[src/rtl/lsu_pkg.sv]
package lsu_pkg;
  typedef enum logic [1:0] {ORD_LE = 2'd0, ORD_BE = 2'd1, ORD_MID = 2'd2} order_e;
  typedef enum logic [1:0] {SZ_BYTE = 2'd0, SZ_HALF = 2'd1, SZ_WORD = 2'd2} size_e;

  function automatic logic [15:0] swap2(input logic [15:0] h);
    return {h[7:0], h[15:8]};
  endfunction

  function automatic logic [31:0] swap4(input logic [31:0] w);
    return {w[7:0], w[15:8], w[23:16], w[31:24]};
  endfunction

  // mixed order: halves exchanged, each half little-endian; self-inverse
  function automatic logic [31:0] swap_halves(input logic [31:0] w);
    return {w[15:0], w[31:16]};
  endfunction
endpackage

[src/rtl/lsu_order_ctrl.sv]
module lsu_order_ctrl (
  input  logic clk,
  input  logic rst_n,
  input  logic priv_i,
  input  logic we_i,
  input  logic val_i,
  output logic glb_be_o
);
  always_ff @(posedge clk) begin
    if (!rst_n)              glb_be_o <= 1'b0;
    else if (we_i && priv_i) glb_be_o <= val_i;
  end

  p_user_wr_ignored_r3: assert property (@(posedge clk) disable iff (!rst_n)
    (we_i && !priv_i) |=> $stable(glb_be_o));

  p_reset_le_r2: assert property (@(posedge clk)
    $rose(rst_n) |-> !glb_be_o);
endmodule

[src/rtl/lsu_region_tbl.sv]
module lsu_region_tbl
  import lsu_pkg::*;
#(
  parameter int AW    = 32,
  parameter int N_RGN = 4,
  localparam int IW   = (N_RGN > 1) ? $clog2(N_RGN) : 1
) (
  input  logic          clk,
  input  logic          rst_n,
  input  logic          priv_i,
  input  logic          we_i,
  input  logic [IW-1:0] idx_i,
  input  logic [AW-1:0] base_i,
  input  logic [AW-1:0] limit_i,
  input  logic          en_i,
  input  logic [1:0]    ord_i,
  input  logic [AW-1:0] addr_i,
  output logic          hit_o,
  output order_e        ord_o
);
  logic [AW-1:0] base_q  [N_RGN];
  logic [AW-1:0] limit_q [N_RGN];
  logic          en_q    [N_RGN];
  order_e        ord_q   [N_RGN];
  logic [N_RGN-1:0] match;
  logic [IW-1:0] sel;

  for (genvar g = 0; g < N_RGN; g++) begin : g_ent
    always_ff @(posedge clk) begin
      if (!rst_n) begin
        base_q[g]  <= '0;
        limit_q[g] <= '0;
        en_q[g]    <= 1'b0;
        ord_q[g]   <= ORD_LE;
      end else if (we_i && priv_i && idx_i == IW'(g)) begin
        base_q[g]  <= base_i;
        limit_q[g] <= limit_i;
        en_q[g]    <= en_i;
        ord_q[g]   <= order_e'(ord_i);
      end
    end
    assign match[g] = en_q[g] && (addr_i >= base_q[g]) && (addr_i <= limit_q[g]);
  end

  // lowest-numbered match wins: scan downward so the last hit kept is the lowest
  always_comb begin
    hit_o = 1'b0;
    sel   = '0;
    for (int i = N_RGN - 1; i >= 0; i--) begin
      if (match[i]) begin
        hit_o = 1'b1;
        sel   = IW'(i);
      end
    end
    ord_o = ord_q[sel];
  end

  p_hit_in_range_r5: assert property (@(posedge clk) disable iff (!rst_n)
    hit_o |-> (en_q[sel] && addr_i >= base_q[sel] && addr_i <= limit_q[sel]));
endmodule

[src/rtl/lsu_lane_steer.sv]
module lsu_lane_steer
  import lsu_pkg::*;
(
  input  order_e      ord_i,
  input  logic [1:0]  size_i,
  input  logic [1:0]  off_i,
  input  logic        sgn_i,
  input  logic [31:0] wdata_i,
  input  logic [31:0] rdata_i,
  output logic [31:0] mem_wdata_o,
  output logic [3:0]  be_o,
  output logic [31:0] ld_data_o,
  output logic        misal_o
);
  localparam int LANES = 4;

  logic [15:0] h_st, h_raw, h_ld;
  logic [31:0] w_st, w_ld;
  logic [7:0]  b_ld;

  always_comb begin
    h_st = (ord_i == ORD_BE) ? swap2(wdata_i[15:0]) : wdata_i[15:0];
    unique case (ord_i)
      ORD_BE:  w_st = swap4(wdata_i);
      ORD_MID: w_st = swap_halves(wdata_i);
      default: w_st = wdata_i;
    endcase
  end

  always_comb begin
    mem_wdata_o = '0;
    be_o        = '0;
    misal_o     = 1'b0;
    case (size_i)
      SZ_BYTE: begin
        mem_wdata_o = {LANES{wdata_i[7:0]}};
        be_o        = 4'b0001 << off_i;
      end
      SZ_HALF: begin
        mem_wdata_o = {2{h_st}};
        be_o        = off_i[1] ? 4'b1100 : 4'b0011;
        misal_o     = off_i[0];
      end
      SZ_WORD: begin
        mem_wdata_o = w_st;
        be_o        = 4'b1111;
        misal_o     = (off_i != 2'b00);
      end
      default: misal_o = 1'b1;
    endcase
  end

  always_comb begin
    b_ld  = rdata_i[{off_i, 3'b000} +: 8];
    h_raw = off_i[1] ? rdata_i[31:16] : rdata_i[15:0];
    h_ld  = (ord_i == ORD_BE) ? swap2(h_raw) : h_raw;
    unique case (ord_i)
      ORD_BE:  w_ld = swap4(rdata_i);
      ORD_MID: w_ld = swap_halves(rdata_i);
      default: w_ld = rdata_i;
    endcase
    case (size_i)
      SZ_BYTE: ld_data_o = {{24{sgn_i & b_ld[7]}}, b_ld};
      SZ_HALF: ld_data_o = {{16{sgn_i & h_ld[15]}}, h_ld};
      default: ld_data_o = w_ld;
    endcase
  end
endmodule

[src/rtl/endian_lsu.sv]
module endian_lsu
  import lsu_pkg::*;
#(
  parameter int ADDR_W = 32,
  parameter int N_RGN  = 4,
  localparam int IW    = (N_RGN > 1) ? $clog2(N_RGN) : 1
) (
  input  logic              clk,
  input  logic              rst_n,
  input  logic              cfg_priv,
  input  logic              cfg_glb_we,
  input  logic              cfg_glb_val,
  input  logic              rgn_we,
  input  logic [IW-1:0]     rgn_idx,
  input  logic [ADDR_W-1:0] rgn_base,
  input  logic [ADDR_W-1:0] rgn_limit,
  input  logic              rgn_en,
  input  logic [1:0]        rgn_ord,
  input  logic              req_valid,
  output logic              req_ready,
  input  logic              req_write,
  input  logic [1:0]        req_size,
  input  logic              req_signed,
  input  logic [ADDR_W-1:0] req_addr,
  input  logic [31:0]       req_wdata,
  output logic              rsp_valid,
  output logic [31:0]       rsp_data,
  output logic              fault,
  output logic              mem_valid,
  input  logic              mem_ready,
  output logic              mem_write,
  output logic [ADDR_W-1:0] mem_addr,
  output logic [3:0]        mem_be,
  output logic [31:0]       mem_wdata,
  input  logic [31:0]       mem_rdata,
  input  logic [ADDR_W-1:0] if_addr,
  output logic [ADDR_W-1:0] if_mem_addr,
  input  logic [31:0]       if_mem_rdata,
  output logic [31:0]       if_data
);
  logic   glb_be, rgn_hit, misal;
  order_e rgn_o, ord_sel;
  logic [3:0] be_raw;

  lsu_order_ctrl u_ctrl (
    .clk(clk), .rst_n(rst_n), .priv_i(cfg_priv), .we_i(cfg_glb_we),
    .val_i(cfg_glb_val), .glb_be_o(glb_be)
  );

  lsu_region_tbl #(.AW(ADDR_W), .N_RGN(N_RGN)) u_rgn (
    .clk(clk), .rst_n(rst_n), .priv_i(cfg_priv), .we_i(rgn_we), .idx_i(rgn_idx),
    .base_i(rgn_base), .limit_i(rgn_limit), .en_i(rgn_en), .ord_i(rgn_ord),
    .addr_i(req_addr), .hit_o(rgn_hit), .ord_o(rgn_o)
  );

  assign ord_sel = rgn_hit ? rgn_o : (glb_be ? ORD_BE : ORD_LE);

  lsu_lane_steer u_steer (
    .ord_i(ord_sel), .size_i(req_size), .off_i(req_addr[1:0]), .sgn_i(req_signed),
    .wdata_i(req_wdata), .rdata_i(mem_rdata), .mem_wdata_o(mem_wdata),
    .be_o(be_raw), .ld_data_o(rsp_data), .misal_o(misal)
  );

  assign fault     = req_valid && misal;
  assign mem_valid = req_valid && !misal;
  assign req_ready = misal || mem_ready;
  assign mem_write = req_write;
  assign mem_addr  = {req_addr[ADDR_W-1:2], 2'b00};
  assign mem_be    = req_write ? be_raw : 4'b0000;
  assign rsp_valid = mem_valid && mem_ready && !req_write;

  // fetch path bypasses all steering
  assign if_mem_addr = if_addr;
  assign if_data     = if_mem_rdata;

  p_fault_no_mem_r9: assert property (@(posedge clk) disable iff (!rst_n)
    fault |-> !mem_valid);
  p_be_word_r10: assert property (@(posedge clk) disable iff (!rst_n)
    (mem_valid && mem_write && req_size == SZ_WORD) |-> mem_be == 4'b1111);
  p_be_half_r10: assert property (@(posedge clk) disable iff (!rst_n)
    (mem_valid && mem_write && req_size == SZ_HALF) |-> $countones(mem_be) == 2);
  p_be_byte_r10: assert property (@(posedge clk) disable iff (!rst_n)
    (mem_valid && mem_write && req_size == SZ_BYTE) |-> $countones(mem_be) == 1);
  p_stall_hold_r12: assert property (@(posedge clk) disable iff (!rst_n)
    (req_valid && !req_ready) |=> (req_valid && $stable(req_addr) && $stable(req_wdata)));
endmodule

[config.mk]
export PLATFORM = sky130hd
export DESIGN_NAME = endian_lsu
export DESIGN_NICKNAME = d
export VERILOG_FILES = /design/src/rtl/lsu_pkg.sv /design/src/rtl/lsu_order_ctrl.sv /design/src/rtl/lsu_region_tbl.sv /design/src/rtl/lsu_lane_steer.sv /design/src/rtl/endian_lsu.sv
export SDC_FILE = /design/constraint.sdc
export NUM_CORES = 1
export LEC_CHECK = 0
export ABC_AREA = 0
export BUFFER_PORTS_ARGS = -buffer_cell sky130_fd_sc_hd__buf_2
export CELL_PAD_IN_SITES_DETAIL_PLACEMENT = 1
export CELL_PAD_IN_SITES_GLOBAL_PLACEMENT = 2
export CORE_UTILIZATION = 35
export DETAILED_ROUTE_END_ITERATION = 8
export GPL_TIMING_DRIVEN = 0
export PLACE_DENSITY_LB_ADDON = 0.1
export SLEW_MARGIN = 20
export SYNTH_ARGS = -nofsm -noshare
export SYNTH_HDL_FRONTEND = slang
export SYNTH_SLANG_ARGS = --single-unit
[constraint.sdc]
create_clock -name clk -period 7.2 [get_ports clk]
set_input_delay 0.72 -clock clk [delete_from_list [all_inputs] [get_ports clk]]
set_output_delay 0.72 -clock clk [all_outputs]
set_load 0.1 [all_outputs]
==> results of run 1 <==
==> what timing repair did <==
action,4_1_cts,5_1_grt
endpoints found under the setup margin,64,57
pin swaps,0,1
setup buffers,0,1
gates resized for setup,19,23
cloned,0,0
==> cell usage in the layout (no fill, tap or decap), types with 31 or more instances in the layout <==
master / count
clkbuf_16: 31
clkbuf_1: 54
nand3_1: 33
a21oi_1: 167
edfxtp_1: 267
buf_2: 332
nor2_1: 82
a22oi_1: 67
nand2_1: 125
buf_4: 107
inv_1: 269
o21ai_0: 100
ha_1: 257
nand4_1: 47
and2_1: 271
==> tightest hold or removal path: cells and delay by family <==
| kind | cells | cell delay, ns |
|---|---|---|
| compound gates | 1 | 0.06 |
| simple gates | 1 | 0.05 |
| buf+inv | 1 | 0.10 |
==> power by group <==
part	internal (mW)	switching (mW)	total, mW
Clock	0.961	0.657	1.62
Combinational	0.475	1.40	1.88
Sequential	1.82	0.0284	1.85
==> area by class of cell <==
type	count	area [sq um]	share of cell area, %
Buffer	171	1020	4.26
Antenna cell	3	7.51	0.0313
Clock buffer	36	795	3.31
Sequential cell	269	8060	33.6
Clock inverter	20	224	0.933
Multi-Input combinational cell	1342	9770	40.7
Inverter	270	1020	4.24
Tap cell	748	936	3.90
Timing Repair Buffer	359	2160	9.02
==> layer usage <==
metal	track usage, %	routed length, um	vias up
met2	42.7	34700	455
met3	2.62	3490	81
met5	0	47	-
met1	31.0	30300	8204
met4	6.33	1580	8
li1	-	-	7921
==> stage by stage <==
step	power, mW	setup WS, ns
detailed placement	3.75	-0.925
global placement	3.70	-3.24
global route	5.56	0.00522
CTS	5.38	0.00245
floorplan	3.21	0.182
finish	5.35	0.235
==> cells by family after synthesis <==
| kind of cell | share of synthesized area [%] |
|---|---|
| buf+inv | 10.2 |
| mux | 1.87 |
| simple gates | 16.9 |
| compound gates | 13.9 |
| flops | 40.8 |
| fa+ha+maj | 16.3 |
| other cells | 0.0190 |
==> state kept, by name (all words and copies together), names as in the netlist <==
| register | count |
|---|---|
| u_rgn.en_q | 4 |
| u_rgn.limit_q | 128 |
| u_ctrl.glb_be_o | 1 |
| u_rgn.ord_q | 8 |
| u_rgn.base_q | 128 |
==> path summary, 6_finish.rpt <==
check / depth (start not counted) / endpoint / slack, ns
setup / recovery: 18 / rsp_data[21] / 0.24
hold / removal: 3 / u_ctrl.glb_be_o / 0.42
setup reg to reg: 2 / u_ctrl.glb_be_o / 6.40
hold reg to reg: 2 / u_rgn.en_q[1][0] / 0.59
==> summary by stage, run 1 <==
Synth
By count the netlist is led by and2_1 (271), inv_1 (270), edfxtp_1 (267). The average instance in the mapped netlist occupies 9.63 sq um. The number of enable flip-flop cells after synthesis is 267.

and2_1 is the most common cell in the netlist. For this run, the leading register cell type out of synthesis is edfxtp_1. For this run, asynchronously set or reset flops after synthesis account for 0%. The area fraction of the dominant cell type after synthesis is 40.6%. Counting every instance in the synthesized netlist gives 2,052.

The register area share after synthesis is 40.8%. The post-synthesis instance area is slightly below 20,000 sq um. The synthesized design spends more area on one cell type than any other, namely edfxtp_1. Ranked by total cell area, the synthesized netlist is headed by edfxtp_1 (41%), ha_1 (16%), and2_1 (8.6%), inv_1 (5.1%), a21oi_1 (4.2%). The synthesis-stage register bit count is 269. The number of different library cells in the post-synthesis netlist is 67. The Yosys step of the flow raised 0 warnings.

Outcome
The flow ran to the end, and the final reports show no timing, DRC or antenna violations.

Setup path
The kind of critical path is input pin to output port. On the worst path, the slowest cell contributes a delay of between 0.4 and 0.5 ns. Grouping stages by cell kind, the critical path spends the most delay in compound AO/OA/AOI/OAI gates. In this run the worst path has a maximum fanout of 11. The critical path contains buffers and inverters numbering 6 combined. The startpoint identified for the worst register-to-register timing path is u_ctrl.glb_be_o. The critical path starts at req_addr[0]. The cell with the biggest individual delay on the critical path is a2111o_1. STA puts the critical path data required time at 6.48 ns. At the worst endpoint, the arrival time is 6.24 ns. The capturing element type of the critical path is an output port. The worst setup path is launched from an input pin. The signal on the critical path passes through buf_2 -> clkinvlp_4 -> ha_1 -> nand2b_1 -> a2111o_1 -> a32oi_1 -> a21oi_1 -> o41ai_4 -> a21bo_2 -> mux2_2 -> a41o_1 -> ha_2 -> clkbuf_1 -> clkbuf_2 -> clkbuf_2 -> a21oi_1 -> o21ai_0 -> clkbuf_4.

GRT
The overall overflow remaining after global route is 0. The first global-routing pass estimated 104,000 um of wire. The via count of the first global-routing pass came to between 15,000 and 20,000.

The initial antenna violation count is 7. Global routing consumed, over all layers together, between 20% and 30% of the routing resources. Entering global routing, the biggest net connects 24 pins.

Clock network
Clock latency on the worst-skew pair, taken at its later pin, is 0.57 ns. Buffers inserted to repair hold after CTS numbered 0. In this run the number of H-tree levels came out at 1.

The clock transition time at the flip-flop clock pins of the worst setup and hold paths is 0.06 ns. The number of clock buffers inserted by TritonCTS is 30. CTS placed an instance of clkbuf_16 at the clock tree root.

TritonCTS built the clock tree. The number of clock sinks is 269. The deepest clock path buffer count is 3.

Power
The leakage power figure is roughly 11 nW. The worst-case IR drop observed on VDD is 0.146 mV. Power spread over the standard cell area amounts to about 220 nW/um^2.

Die
The die footprint is 57,400 sq um. The number of rows created at floorplan is 86. The vertical extent of the die is 240 um. The width of the die is 240 um.

The I/O pin count is 410. The initial core utilization is 35.7%. After floorplanning, the core was sized to cover around 55,000 sq um.

Timing
The transition at the pin with the smallest max-transition slack is 0.987 ns. For this run, the top clock speed supported by timing is 0.144 GHz. Setup repair after global routing left no endpoint under its margin. The share of the cycle needed by the critical path after routing is 96.7%. The number of endpoints with negative hold slack in the final report was 0. The worst path needs between 6 and 7 ns of the cycle, external delays included.

Headroom to the max-slew limit came out at between 30% and 40%. The final worst clock skew is 0 ns. The worst slack on hold paths is 0.416 ns. The total negative setup slack is 0 ns. The max-slew violation count is 0. The number of failing setup endpoints in the final timing report is 0.

Finish
Of the cells placed in the final design, the portion with a size suffix greater than 1 is 22.5%. The area added between synthesis and finish is 21.4%. The filler cells instantiated in the layout total 6,362. The core occupancy in the finished layout is 43.3%. Once layout is complete, the cells apart from fillers number between 3,000 and 4,000. The total number of nets in the final design is 2,942.

The finished cells cover 24,000 sq um.

Placed design
The count of buffers added on input and output ports is ~340. The post-placement cell area is 22,900 sq um. The post-DP HPWL is about 55,000 um. At the end of routability-driven placement, the weighted congestion stood at 0.865. The number of placed instances with taps included is 3,159.

Flow run
The number of maximum-capacitance constraint violations is 0.

Drt
The first detailed-routing pass ran for 5 iterations. The post-route DRC violation count is 0. The count of antenna-violating nets left after detailed routing is 0. Across all layers, the routed design uses 16,700 vias. The per-cell routed wire length is between 20 and 25 um. Using the TritonRoute via totals, the vias-per-cell ratio works out to ~5.2. The number of DRC markers in iteration 0 is 1,136. The total routed wirelength is ~70,000 um.

Min path
The startpoint identified for the worst hold timing path is cfg_glb_val. The tightest min-delay check is of the input pin to flop type.
Power figures use the tool's default switching activity.
==> inputs of run 2 (changes only) <==
Settings changed: RECOVER_POWER set to 100.
==> run 2 against run 1 <==
The flow now finishes with violations (capacitance limit, slew limit). First-iteration DRC count decreased by 2.6%. Sequential power about the same. Maximum frequency down 0.11%. Flip-flop and latch count stayed put. Count of clock-buffer cells in the layout is the same. Non-clock buffer count stayed put. Clock power is essentially flat. Cell area shrank 2.2%. Worst hold slack is essentially flat. Cell count is essentially flat. Routed wire length is essentially flat. Combinational power shrank 3%. Critical path type unchanged. Largest cell class unchanged. Highest routed layer unchanged.
==> summary by stage, run 2 (same netlist as run 1, synthesis figures left out) <==
Power
The power share of the clock group came to 30.5% (+0.2 points). The portion of total power attributed to sequential cells is 35.0% (+0.3 points). The overall power of the completed layout was 5.31 mW (-0.78%).

The areal power density over the cells was 226 nW/um^2 (+1.5%). The design internal power was 3.22 mW (-1.1%). The worst IR drop on VDD is 0.145 mV (-0.99%). The share of total power in combinational logic was 34.6% (-0.5 points). The switching power came to 2.08 mW (-0.30%). The leakage power figure came to 10.3 nW (-5.8%).

The switching power share of the total is 39.2% (+0.19 points).

Timing
The number of endpoints with negative hold slack in the final report is 0 (unchanged). The share of the cycle needed by the critical path after routing is 96.8% (+0.10 points). The maximum clock frequency is 0.143 GHz (-0.11%). The number of failing setup endpoints in the final timing report came to 0 (unchanged). The final period demand of the worst path is 6.97 ns (+0.00754 ns). The total negative setup slack was 0 ns (unchanged). The transition at the pin with the smallest max-transition slack is 1.97 ns (+0.981 ns). Setup repair after global routing left no endpoint under its margin. The remaining max-slew budget at the tightest pin is -32.6% (-66 points). The max-slew violation count is 14 (+14).

The worst slack on hold paths is 0.416 ns (+0.0000640 ns). The final worst clock skew is 0 ns (unchanged).

Die
The width of the die is 240 um (unchanged). The number of rows created at floorplan is 86 (unchanged). The core area is 55,400 sq um (unchanged).

The I/O pin count is 410 (unchanged). The die footprint came to 57,400 sq um (unchanged). The initial core utilization is 35.7% (unchanged). The vertical extent of the die came to 240 um (unchanged).

Finish
The total number of nets in the final design is 2,942 (unchanged). The library cell used most frequently in the layout, excluding fill and tap cells, is inv_1. The total of fill cells in the finished design is 6,444 (+1.3%). The area added between synthesis and finish is 18.7%. The non-filler instance count after layout is 3,217 (-0.031%).

The largest registers in the layout are u_rgn.base_q x128, u_rgn.limit_q x128, u_rgn.ord_q x8. The core occupancy in the finished layout is 42.3% (-0.96 points). The ratio of cells with drive above 1 in the final layout is 17.6% (-4.9 points). The library cells used most frequently in the layout, excluding fill and tap cells, are inv_1 (269), edfxtp_1 (267), ha_1 (257).

GRT
The pin count of the biggest net entering global routing is 24 (unchanged). The overall overflow remaining after global route is 0 (unchanged). The via count of the first global-routing pass is 17,200 (unchanged).

The total routing usage reported by global routing was 24.1% (unchanged). The initial antenna violation count is 7 (unchanged). The first-pass GRT wire length was 104,000 um (unchanged).

Clock network
The number of levels the H-tree was split into is 1 (unchanged). The number of clock buffers inserted by TritonCTS is 30 (unchanged). The number of clock sinks is 269 (unchanged). The hold-fix buffer count after cts is 0 (unchanged). The tree is rooted in a clkbuf_16. The CTS tree is built.

The deepest clock path buffer count is 3 (unchanged). The clock latency of the later-clocked register in the worst-skew pair is 0.57 ns (about the same). The clock transition time at the flip-flop clock pins of the worst setup and hold paths is 0.06 ns (about the same).

Drt
The number of search-and-repair iterations in the first detailed-routing pass is 5 (unchanged). The count of antenna-violating nets left after detailed routing is 0 (unchanged). The number of vias after detailed routing is 16,700 (+0.024%).

The vias per cell is 5.18 (about the same). The per-cell routed wire length is 21.8 um (about the same). The total routed wirelength was 70,100 um (about the same). The post-route DRC violation count is 0 (unchanged). The number of DRC markers in iteration 0 is 1,106 (-2.6%).

Outcome
The checks that failed: capacitance limit, slew limit. The run finished, with violations left.

Placed design
The post-DP HPWL came to 55,000 um (unchanged). The placer's final routability congestion estimate was 0.865 (unchanged). The number of placed instances with taps included is 3,159 (unchanged). The number of buffers added on ports is 343 (unchanged).

Min path
The worst min-delay path class is input pin to flop.

Setup path
The critical path data arrival time came to 6.25 ns (about the same). The startpoint type of the worst setup path is an input pin. The data required time at the worst endpoint is 6.48 ns (about the same). The largest fanout on the critical path is 11 (unchanged). The worst setup path is of the input pin to output port kind. STA classifies the critical path endpoint as an output port.

Flow run
The number of maximum-capacitance constraint violations is 1 (+1).
[run 2: changes by cell type in the layout (fill, tap and decap cells not counted), sizes merged]
cell | before | now
buf | 465 | 296
clkbuf | 101 | 270
diode | 3 | 2
[run 2: worst paths after layout]
path / slack (ns) / from / depth (start not counted) / end
worst max register to register: 6.42 / u_ctrl.glb_be_o / 2 / u_ctrl.glb_be_o
worst min register to register: 0.59 / u_ctrl.glb_be_o / 2 / u_ctrl.glb_be_o
worst min-delay path: 0.42 / cfg_glb_val / 3 / u_ctrl.glb_be_o
worst max-delay path: 0.23 / req_addr[1] / 16 / rsp_data[13]
[run 2: per-layer routing]
metal  part of all wire [%]  up-vias  GRT usage, %
met2                     49      461          42.7
met1                     43     8211          31.0
met5                  0.063        -             0
met4                    2.2        8          6.33
met3                    4.9       83          2.62
li1                       -     7910             -
[run 2: layout make-up]
cell class | count | area (sq um) | share of cell area, %
clock buffers | 36 | 795 | 3.39
flip-flops and latches | 269 | 8060 | 34.3
well taps | 748 | 936 | 3.99
multi-input cells | 1342 | 9730 | 41.5
clock inverters | 20 | 224 | 0.954
repair buffers | 359 | 1680 | 7.16
diodes | 2 | 5.00 | 0.0213
plain buffers | 171 | 1020 | 4.36
inverters | 270 | 1020 | 4.34
[run 2: repair_timing]
item                       4_1_cts  5_1_grt
pin swaps                        0        1
buffers inserted                 0        1
gates resized for setup         19       23
setup endpoints to repair       64       57
[run 2: power by group through the flow]
| stage | registers (mW) | clock network, mW | logic [mW] |
|---|---|---|---|
| 2_1_floorplan | 1.89 | 0 | 1.32 |
| 3_3_place_gp | 1.91 | 0 | 1.79 |
| 3_5_place_dp | 1.89 | 0 | 1.86 |
| 4_1_cts | 1.85 | 1.64 | 1.88 |
| 5_1_grt | 1.87 | 1.69 | 1.96 |
| 6_report | 1.86 | 1.62 | 1.83 |
[run 2: stage by stage]
step                area (sq um)  worst slack [ns]
floorplan                  19800             0.182
global placement           22400             -3.24
detailed placement         22900            -0.925
CTS                        24000           0.00245
global route               23500           0.00294
finish                     23500             0.228
[run 2: worst max-delay path, cell delays in order]
cell and delay, ns:
clkbuf_1 0.68, ha_1 0.37, a2111o_1 0.44, a32oi_1 0.29, a21oi_1 0.21, o41ai_4 0.37
a21bo_2 0.32, mux2_2 0.37, a41o_1 0.22, ha_2 0.31, clkbuf_1 0.36, clkbuf_2 0.35
clkbuf_2 0.34, a21oi_1 0.11, a22oi_1 0.27, buf_2 0.50
